<file path="src/rtl/rxq_pkg.sv">
package rxq_pkg;
  localparam int unsigned MIN_FRAME_BYTES = 64;
  localparam int unsigned LEN_FIELD_MAX   = 46;
  localparam int unsigned HDR_BYTES       = 14;
  localparam int unsigned LT_HI_IDX       = 12;
  localparam int unsigned LT_LO_IDX       = 13;
  localparam logic [31:0] CRC_INIT        = 32'hFFFF_FFFF;
  localparam logic [31:0] CRC_POLY_REFL   = 32'hEDB8_8320;
  localparam logic [31:0] CRC_RESIDUE     = 32'hDEBB_20E3;

  function automatic logic [31:0] crc32_byte(input logic [31:0] crc, input logic [7:0] b);
    logic [31:0] c;
    c = crc ^ {24'd0, b};
    for (int i = 0; i < 8; i++) begin
      c = c[0] ? ((c >> 1) ^ CRC_POLY_REFL) : (c >> 1);
    end
    return c;
  endfunction
endpackage

</file>
<file path="src/rtl/rxq_crc32.sv">
module rxq_crc32
  import rxq_pkg::*;
(
  input  logic        clk_i,
  input  logic        rst_ni,
  input  logic        byte_ev_i,
  input  logic        start_i,
  input  logic [7:0]  data_i,
  output logic        match_o
);
  logic [31:0] crc_q, crc_d;

  assign crc_d   = crc32_byte(start_i ? CRC_INIT : crc_q, data_i);
  assign match_o = (crc_d == CRC_RESIDUE);

  always_ff @(posedge clk_i or negedge rst_ni) begin
    if (!rst_ni)        crc_q <= CRC_INIT;
    else if (byte_ev_i) crc_q <= crc_d;
  end
endmodule

</file>
<file path="src/rtl/rxq_frame_ctl.sv">
module rxq_frame_ctl
  import rxq_pkg::*;
#(
  parameter int unsigned CNT_W = 11
) (
  input  logic       clk_i,
  input  logic       rst_ni,
  input  logic       rx_valid_i,
  input  logic [7:0] rx_data_i,
  input  logic       rx_sof_i,
  input  logic       rx_eof_i,
  input  logic       col_i,
  input  logic       full_duplex_i,
  input  logic       pad_strip_en_i,
  input  logic       runt_accept_i,
  input  logic       crc_match_i,
  output logic       byte_ev_o,
  output logic       sof_ev_o,
  output logic       keep_o,
  output logic       commit_ev_o,
  output logic       discard_ev_o,
  output logic       commit_o,
  output logic       discard_o,
  output logic       crc_err_o,
  output logic       runt_o
);
  localparam logic [CNT_W-1:0] MIN_L   = CNT_W'(MIN_FRAME_BYTES);
  localparam logic [CNT_W-1:0] SHORT_L = CNT_W'(MIN_FRAME_BYTES - 1);
  localparam logic [CNT_W-1:0] HDR_L   = CNT_W'(HDR_BYTES);
  localparam logic [CNT_W-1:0] LTHI_L  = CNT_W'(LT_HI_IDX);
  localparam logic [CNT_W-1:0] LTLO_L  = CNT_W'(LT_LO_IDX);
  localparam logic [15:0]      LMAX_L  = 16'(LEN_FIELD_MAX);

  logic             active_q, col_flag_q, strip_q;
  logic [CNT_W-1:0] cnt_q, idx, win_idx, keep_lim_q;
  logic [7:0]       lt_hi_q;
  logic [15:0]      lt_val;
  logic             col_now, collided, stripped, short_fr, drop, end_ev;

  assign sof_ev_o  = rx_valid_i && rx_sof_i;
  assign byte_ev_o = rx_valid_i && (rx_sof_i || active_q);
  assign idx       = rx_sof_i ? '0 : cnt_q;
  assign win_idx   = byte_ev_o ? idx : cnt_q;
  assign lt_val    = {lt_hi_q, rx_data_i};

  // early-collision window counted in byte times from frame start
  assign col_now  = col_i && (active_q || sof_ev_o) && (win_idx < MIN_L);
  assign collided = col_now || (col_flag_q && !sof_ev_o);
  assign stripped = strip_q && (idx >= HDR_L) && (idx >= keep_lim_q);
  assign keep_o   = byte_ev_o && !collided && !stripped;

  assign end_ev       = byte_ev_o && rx_eof_i;
  assign short_fr     = idx < SHORT_L;
  assign drop         = collided || (short_fr && !full_duplex_i && !runt_accept_i);
  assign commit_ev_o  = end_ev && !drop;
  assign discard_ev_o = end_ev && drop;

  always_ff @(posedge clk_i or negedge rst_ni) begin
    if (!rst_ni) begin
      active_q   <= 1'b0;
      cnt_q      <= '0;
      col_flag_q <= 1'b0;
      strip_q    <= 1'b0;
      keep_lim_q <= '0;
      lt_hi_q    <= '0;
      commit_o   <= 1'b0;
      discard_o  <= 1'b0;
      crc_err_o  <= 1'b0;
      runt_o     <= 1'b0;
    end else begin
      commit_o  <= commit_ev_o;
      discard_o <= discard_ev_o;
      if (byte_ev_o) begin
        active_q   <= !rx_eof_i;
        cnt_q      <= (idx == '1) ? idx : idx + CNT_W'(1);
        col_flag_q <= collided;
        if (rx_sof_i) strip_q <= 1'b0;
        if (idx == LTHI_L) lt_hi_q <= rx_data_i;
        if (idx == LTLO_L) begin
          strip_q    <= pad_strip_en_i && (lt_val <= LMAX_L);
          keep_lim_q <= HDR_L + CNT_W'(lt_val[5:0]);
        end
      end else if (col_now) begin
        col_flag_q <= 1'b1;
      end
      if (end_ev) begin
        crc_err_o <= !crc_match_i;
        runt_o    <= short_fr;
      end
    end
  end

  AST_ONE_OUTCOME: assert property (@(posedge clk_i) disable iff (!rst_ni)
    !(commit_o && discard_o));
  AST_RUNT_DROP: assert property (@(posedge clk_i) disable iff (!rst_ni)
    (end_ev && short_fr && !full_duplex_i && !runt_accept_i) |=> discard_o);
  AST_LATE_COL_KEEP: assert property (@(posedge clk_i) disable iff (!rst_ni)
    (end_ev && !col_flag_q && !col_now && !short_fr) |=> commit_o);
endmodule

</file>
<file path="src/rtl/rxq_wptr.sv">
module rxq_wptr #(
  parameter int unsigned ADDR_W = 10
) (
  input  logic              clk_i,
  input  logic              rst_ni,
  input  logic              byte_ev_i,
  input  logic              sof_ev_i,
  input  logic              keep_i,
  input  logic              commit_ev_i,
  input  logic              discard_ev_i,
  input  logic [7:0]        data_i,
  output logic              we_o,
  output logic [7:0]        wdata_o,
  output logic [ADDR_W-1:0] waddr_o,
  output logic [ADDR_W-1:0] cptr_o
);
  logic [ADDR_W-1:0] wptr_q, cptr_q, base, next_ptr;

  // a new frame always restarts from the committed boundary
  assign base     = sof_ev_i ? cptr_q : wptr_q;
  assign next_ptr = base + ADDR_W'(keep_i);
  assign cptr_o   = cptr_q;

  always_ff @(posedge clk_i or negedge rst_ni) begin
    if (!rst_ni) begin
      wptr_q  <= '0;
      cptr_q  <= '0;
      we_o    <= 1'b0;
      wdata_o <= '0;
      waddr_o <= '0;
    end else begin
      we_o <= keep_i;
      if (keep_i) begin
        wdata_o <= data_i;
        waddr_o <= base;
      end
      if (discard_ev_i)   wptr_q <= cptr_q;
      else if (byte_ev_i) wptr_q <= next_ptr;
      if (commit_ev_i)    cptr_q <= next_ptr;
    end
  end

  AST_REWIND: assert property (@(posedge clk_i) disable iff (!rst_ni)
    discard_ev_i |=> (wptr_q == cptr_q));
  AST_CPTR_HOLD: assert property (@(posedge clk_i) disable iff (!rst_ni)
    !commit_ev_i |=> $stable(cptr_q));
endmodule

</file>
<file path="src/rtl/rx_frame_qualifier.sv">
module rx_frame_qualifier #(
  parameter int unsigned ADDR_W = 10,
  parameter int unsigned CNT_W  = 11
) (
  input  logic              clk_i,
  input  logic              rst_ni,
  input  logic              rx_valid_i,
  input  logic [7:0]        rx_data_i,
  input  logic              rx_sof_i,
  input  logic              rx_eof_i,
  input  logic              col_i,
  input  logic              full_duplex_i,
  input  logic              pad_strip_en_i,
  input  logic              runt_accept_i,
  output logic [7:0]        fifo_wdata_o,
  output logic [ADDR_W-1:0] fifo_waddr_o,
  output logic              fifo_we_o,
  output logic              commit_o,
  output logic              discard_o,
  output logic [ADDR_W-1:0] commit_ptr_o,
  output logic              crc_err_o,
  output logic              runt_o
);
  logic byte_ev, sof_ev, keep, commit_ev, discard_ev, crc_match;

  rxq_crc32 u_crc (
    .clk_i     (clk_i),
    .rst_ni    (rst_ni),
    .byte_ev_i (byte_ev),
    .start_i   (rx_sof_i),
    .data_i    (rx_data_i),
    .match_o   (crc_match)
  );

  rxq_frame_ctl #(.CNT_W(CNT_W)) u_ctl (
    .clk_i          (clk_i),
    .rst_ni         (rst_ni),
    .rx_valid_i     (rx_valid_i),
    .rx_data_i      (rx_data_i),
    .rx_sof_i       (rx_sof_i),
    .rx_eof_i       (rx_eof_i),
    .col_i          (col_i),
    .full_duplex_i  (full_duplex_i),
    .pad_strip_en_i (pad_strip_en_i),
    .runt_accept_i  (runt_accept_i),
    .crc_match_i    (crc_match),
    .byte_ev_o      (byte_ev),
    .sof_ev_o       (sof_ev),
    .keep_o         (keep),
    .commit_ev_o    (commit_ev),
    .discard_ev_o   (discard_ev),
    .commit_o       (commit_o),
    .discard_o      (discard_o),
    .crc_err_o      (crc_err_o),
    .runt_o         (runt_o)
  );

  rxq_wptr #(.ADDR_W(ADDR_W)) u_wptr (
    .clk_i        (clk_i),
    .rst_ni       (rst_ni),
    .byte_ev_i    (byte_ev),
    .sof_ev_i     (sof_ev),
    .keep_i       (keep),
    .commit_ev_i  (commit_ev),
    .discard_ev_i (discard_ev),
    .data_i       (rx_data_i),
    .we_o         (fifo_we_o),
    .wdata_o      (fifo_wdata_o),
    .waddr_o      (fifo_waddr_o),
    .cptr_o       (commit_ptr_o)
  );
endmodule

</file>
<file path="config.mk">
export PLATFORM = sky130hd
export DESIGN_NAME = rx_frame_qualifier
export DESIGN_NICKNAME = d
export VERILOG_FILES = /design/src/rtl/rxq_pkg.sv /design/src/rtl/rxq_crc32.sv /design/src/rtl/rxq_frame_ctl.sv /design/src/rtl/rxq_wptr.sv /design/src/rtl/rx_frame_qualifier.sv
export SDC_FILE = /design/constraint.sdc
export NUM_CORES = 1
export LEC_CHECK = 0
export BUFFER_PORTS_ARGS = -buffer_cell sky130_fd_sc_hd__clkbuf_2
export CAP_MARGIN = 20
export CORE_ASPECT_RATIO = 0.6
export CORE_MARGIN = 2
export CORE_UTILIZATION = 60
export DETAILED_ROUTE_END_ITERATION = 6
export MAX_ROUTING_LAYER = met4
export PLACE_DENSITY_LB_ADDON = 0.2
export SLEW_MARGIN = 20
export SYNTH_ARGS = -nofsm -noshare
export SYNTH_HDL_FRONTEND = slang
export SYNTH_SLANG_ARGS = --single-unit
</file>
<file path="constraint.sdc">
create_clock -name clk_i -period 5.05 [get_ports clk_i]
set_input_delay 0.505 -clock clk_i [delete_from_list [all_inputs] [get_ports clk_i]]
set_output_delay 0.505 -clock clk_i [all_outputs]
set_load 0.05 [all_outputs]
</file>
==> metrics.cfg <==
[pwr]
p_switching_mw=1.911
ir_worst_vdd_mv=0.5047
power.internal_mw=2.457
fin_total_pwr_mw=4.367
switching_share_pct=43.75
pwr_density_cell_nw_per_um2=607.1
power_frac_comb_pct=51.3
p_seq_share_pct=32.2
clkPwrFrac_pct=16.5
p_leak_nw=3.108

[logic_synthesis]
synth_area_per_cell_um2=9.110
synth-simple-area-share_pct=17.16
synth_compound_area_share_pct=11.03
ys_seq_area_share_pct=40.18
synthDistinctLibCells=56
synth_top_family_by_area=XOR/XNOR gates
synth_enable_flop_cells=0
synth-adder-area-share_pct=2.625
muxShareOfSynthArea_pct=5.935
syn_inst=722
async_reset_ff_share_pct=100.0
syn_nets=752
synth_top_flop_cell=dfrtp_1
yosysWarnings=0
synth.cell_area_um2=6578
yosys_register_bits=104
synth_xor_area_share_pct=19.04

[finish]
mostFrequentLayoutCells=114 x nand2_1, 95 x xnor2_1, 72 x dfrtp_1
layout_commonest_cell=nand2_1
area_growth_pct=9.378
drive_gt1_share_pct=18.69
final_util_pct=67.67
n_antenna_cell=0
final_cells=888
fin_nets=775

[worst_setup_path]
worstPathMaxFanout=7
crit_path_end_kind=flop
cpMostUsedCell=a21o_1
crit_arrival_ns=4.29
crit_path_start_kind=flop
max_stage_delay_ns=0.44
path_cells=nand2b_4 > ha_1 > nand2b_1 > a21o_1 > a21o_1 > a21o_1 > maj3_1 > a221oi_1 > o21ai_1 > a211oi_4 > ha_4 > and4b_1 > o21ai_1 > nor3_1 > a31oi_1 > nor2_1 > a21oi_1 > nand2_1
path_class=reg2reg
crit_required_ns=5.34
critPathSlowestCell=dfrtp_1

[global_routing]
antenna_found_initial=0
grt_pass1_wl_um=26480
grt_pass1_vias=5035
grt_max_degree=79
globalRoute.totalOverflow=0
grt_usage_pct=29.25

[detailed_routing]
vias=5212
wire_per_inst_um=18.04
drt-total-wl_um=16020
drt_pass1_iterations=5
vias_per_cell=5.869
dr.first_iter.drc_count=448
drc=0
ant_nets=0

[place]
portBuffers=49
placedCellCount=873
dpl.hpwl_um=11340
routabilityCongestion=0.9030

[clock_network]
clk_latency_ns=0.35
postCtsHoldBufs=0
cts-root-buf=clkbuf_16
cts_buffers=9
cts_setup_buffers=0
clk_pin_slew_ns=0.07
postCtsResizedCells=0
cts.sinks=104
cts_tree=yes
cts_max_level=3
clk_path_buf_depth=2

[outcome]
status=finished, final reports clean

[sta]
slew-limit-headroom_pct=43.69
worstMarginPinSlew_ns=0.8446
finalSetupTns_ns=0
setup_viol=0
finClkSkew_ns=0.007465
max_freq_ghz=0.2500
hold_viol=0
rsz0062_at_grt=no
slew_viol_final=0
finalCriticalPeriod_ns=4.001
fin_crit_sh_pct=79.22

[floorplanning]
die_w_um=139.2
initial_core_util_pct=61.87
io_pins=50
die_y_um=85.10
num_rows=29
core_area_um2=10630
dieArea_um2=11840

[run]
max_cap_viol_count=0

[hold_path]
min_path_type=in2async

[synth_stat cells, types with 10 or more instances]
library cell	number	share of area, %
nand2_1	114	6.5
xnor2_1	95	13
dfrtp_1	72	27
nor2_1	68	3.9
o21ai_0	53	4.0
dfstp_2	32	13
xor2_1	28	3.7
a21oi_1	23	1.8
clkbuf_1	21	1.2
mux2_2	21	3.6
inv_1	20	1.1
nor3_1	15	1.1
buf_2	14	1.1
ha_1	13	2.5
mux2i_1	12	1.8
nand3_1	10	0.76
[sequential cells by signal, summed over array words and instances, names as in the netlist]
signal	count
u_crc.crc_q	32
u_ctl.active_q	1
u_ctl.cnt_q	11
u_ctl.col_flag_q	1
u_ctl.commit_o	1
u_ctl.crc_err_o	1
u_ctl.discard_o	1
u_ctl.keep_lim_q	7
u_ctl.lt_hi_q	8
u_ctl.runt_o	1
u_ctl.strip_q	1
u_wptr.cptr_o	10
u_wptr.waddr_o	10
u_wptr.wdata_o	8
u_wptr.we_o	1
u_wptr.wptr_q	10
[through the flow]
stage | hold WS (ns) | worst slack (ns) | instance area (um^2)
2_1_floorplan | 0.2094 | 0.004012 | 6630
3_3_place_gp | 0.4628 | 1.008 | 6893
3_5_place_dp | 0.4738 | 0.8047 | 6893
4_1_cts | 0.1281 | 1.087 | 7194
5_1_grt | 0.1433 | 0.7440 | 7194
6_report | 0.1091 | 1.050 | 7194
[logic make-up (layout without fill, tap and decap cells)]
logic type / count (synthesis) / after routing
xor+xnor: 131 / 131
compound gates: 120 / 120
simple gates: 255 / 255
fa+ha+maj: 14 / 14
flops: 104 / 104
buf+inv: 62 / 89
mux: 36 / 36
[path summary, 6_finish.rpt]
check | start | end | slack (ns) | depth (start not counted)
max | u_ctl.cnt_q[0]$_DFFE_PN0N_ | u_wptr.wptr_q[7]$_DFFE_PN0P_ | 1.05 | 18
min | rst_ni | u_wptr.wdata_o[1]$_DFFE_PN0N_ | 0.11 | 1
max reg2reg | u_ctl.cnt_q[0]$_DFFE_PN0N_ | u_wptr.wptr_q[7]$_DFFE_PN0P_ | 1.05 | 18
min reg2reg | u_crc.crc_q[31]$_DFFE_PN1N_ | u_crc.crc_q[31]$_DFFE_PN1N_ | 0.48 | 2
max in group asynchronous | rst_ni | u_ctl.crc_err_o$_DFFE_PN0P_ | 3.70 | 2
min in group clk_i | u_crc.crc_q[31]$_DFFE_PN1N_ | u_crc.crc_q[31]$_DFFE_PN1N_ | 0.48 | 2
[per-layer routing]
metal  global-route usage, %  routed length [um]  vias to the layer above
met5                       -                   0                        -
met4                   6.887                 188                        0
met3                   5.079                1000                       16
met2                   43.04                7167                      165
met1                   42.65                7662                     2573
li1                        -                   -                     2458
[critical path: cells and delay by family (launching register included)]
kind	cells	cell delay [ns]
DFF	1	0.44
and+or+nand+nor	6	1.04
AOI/OAI and AO/OA	9	1.57
adders and majority gates	3	0.85
[power groups by stage]
stage / sequential [mW] / clock (mW) / combinational (mW)
5_1_grt: 1.44 / 0.755 / 2.43
2_1_floorplan: 1.52 / 0 / 1.62
3_5_place_dp: 1.41 / 0 / 2.21
3_3_place_gp: 1.40 / 0 / 2.14
4_1_cts: 1.40 / 0.726 / 2.23
6_report: 1.41 / 0.719 / 2.24
[layout make-up]
| cell class | count | area (um^2) |
|---|---|---|
| Sequential cell | 104 | 2643 |
| Tap cell | 139 | 173.9 |
| Clock buffer | 9 | 225.2 |
| Clock inverter | 6 | 76.32 |
| Multi-Input combinational cell | 556 | 3716 |
| Inverter | 20 | 75.07 |
| Fill cell | 852 | 3437 |
| Timing Repair Buffer | 54 | 285.3 |
No activity file was read; power rests on OpenSTA's default activity.
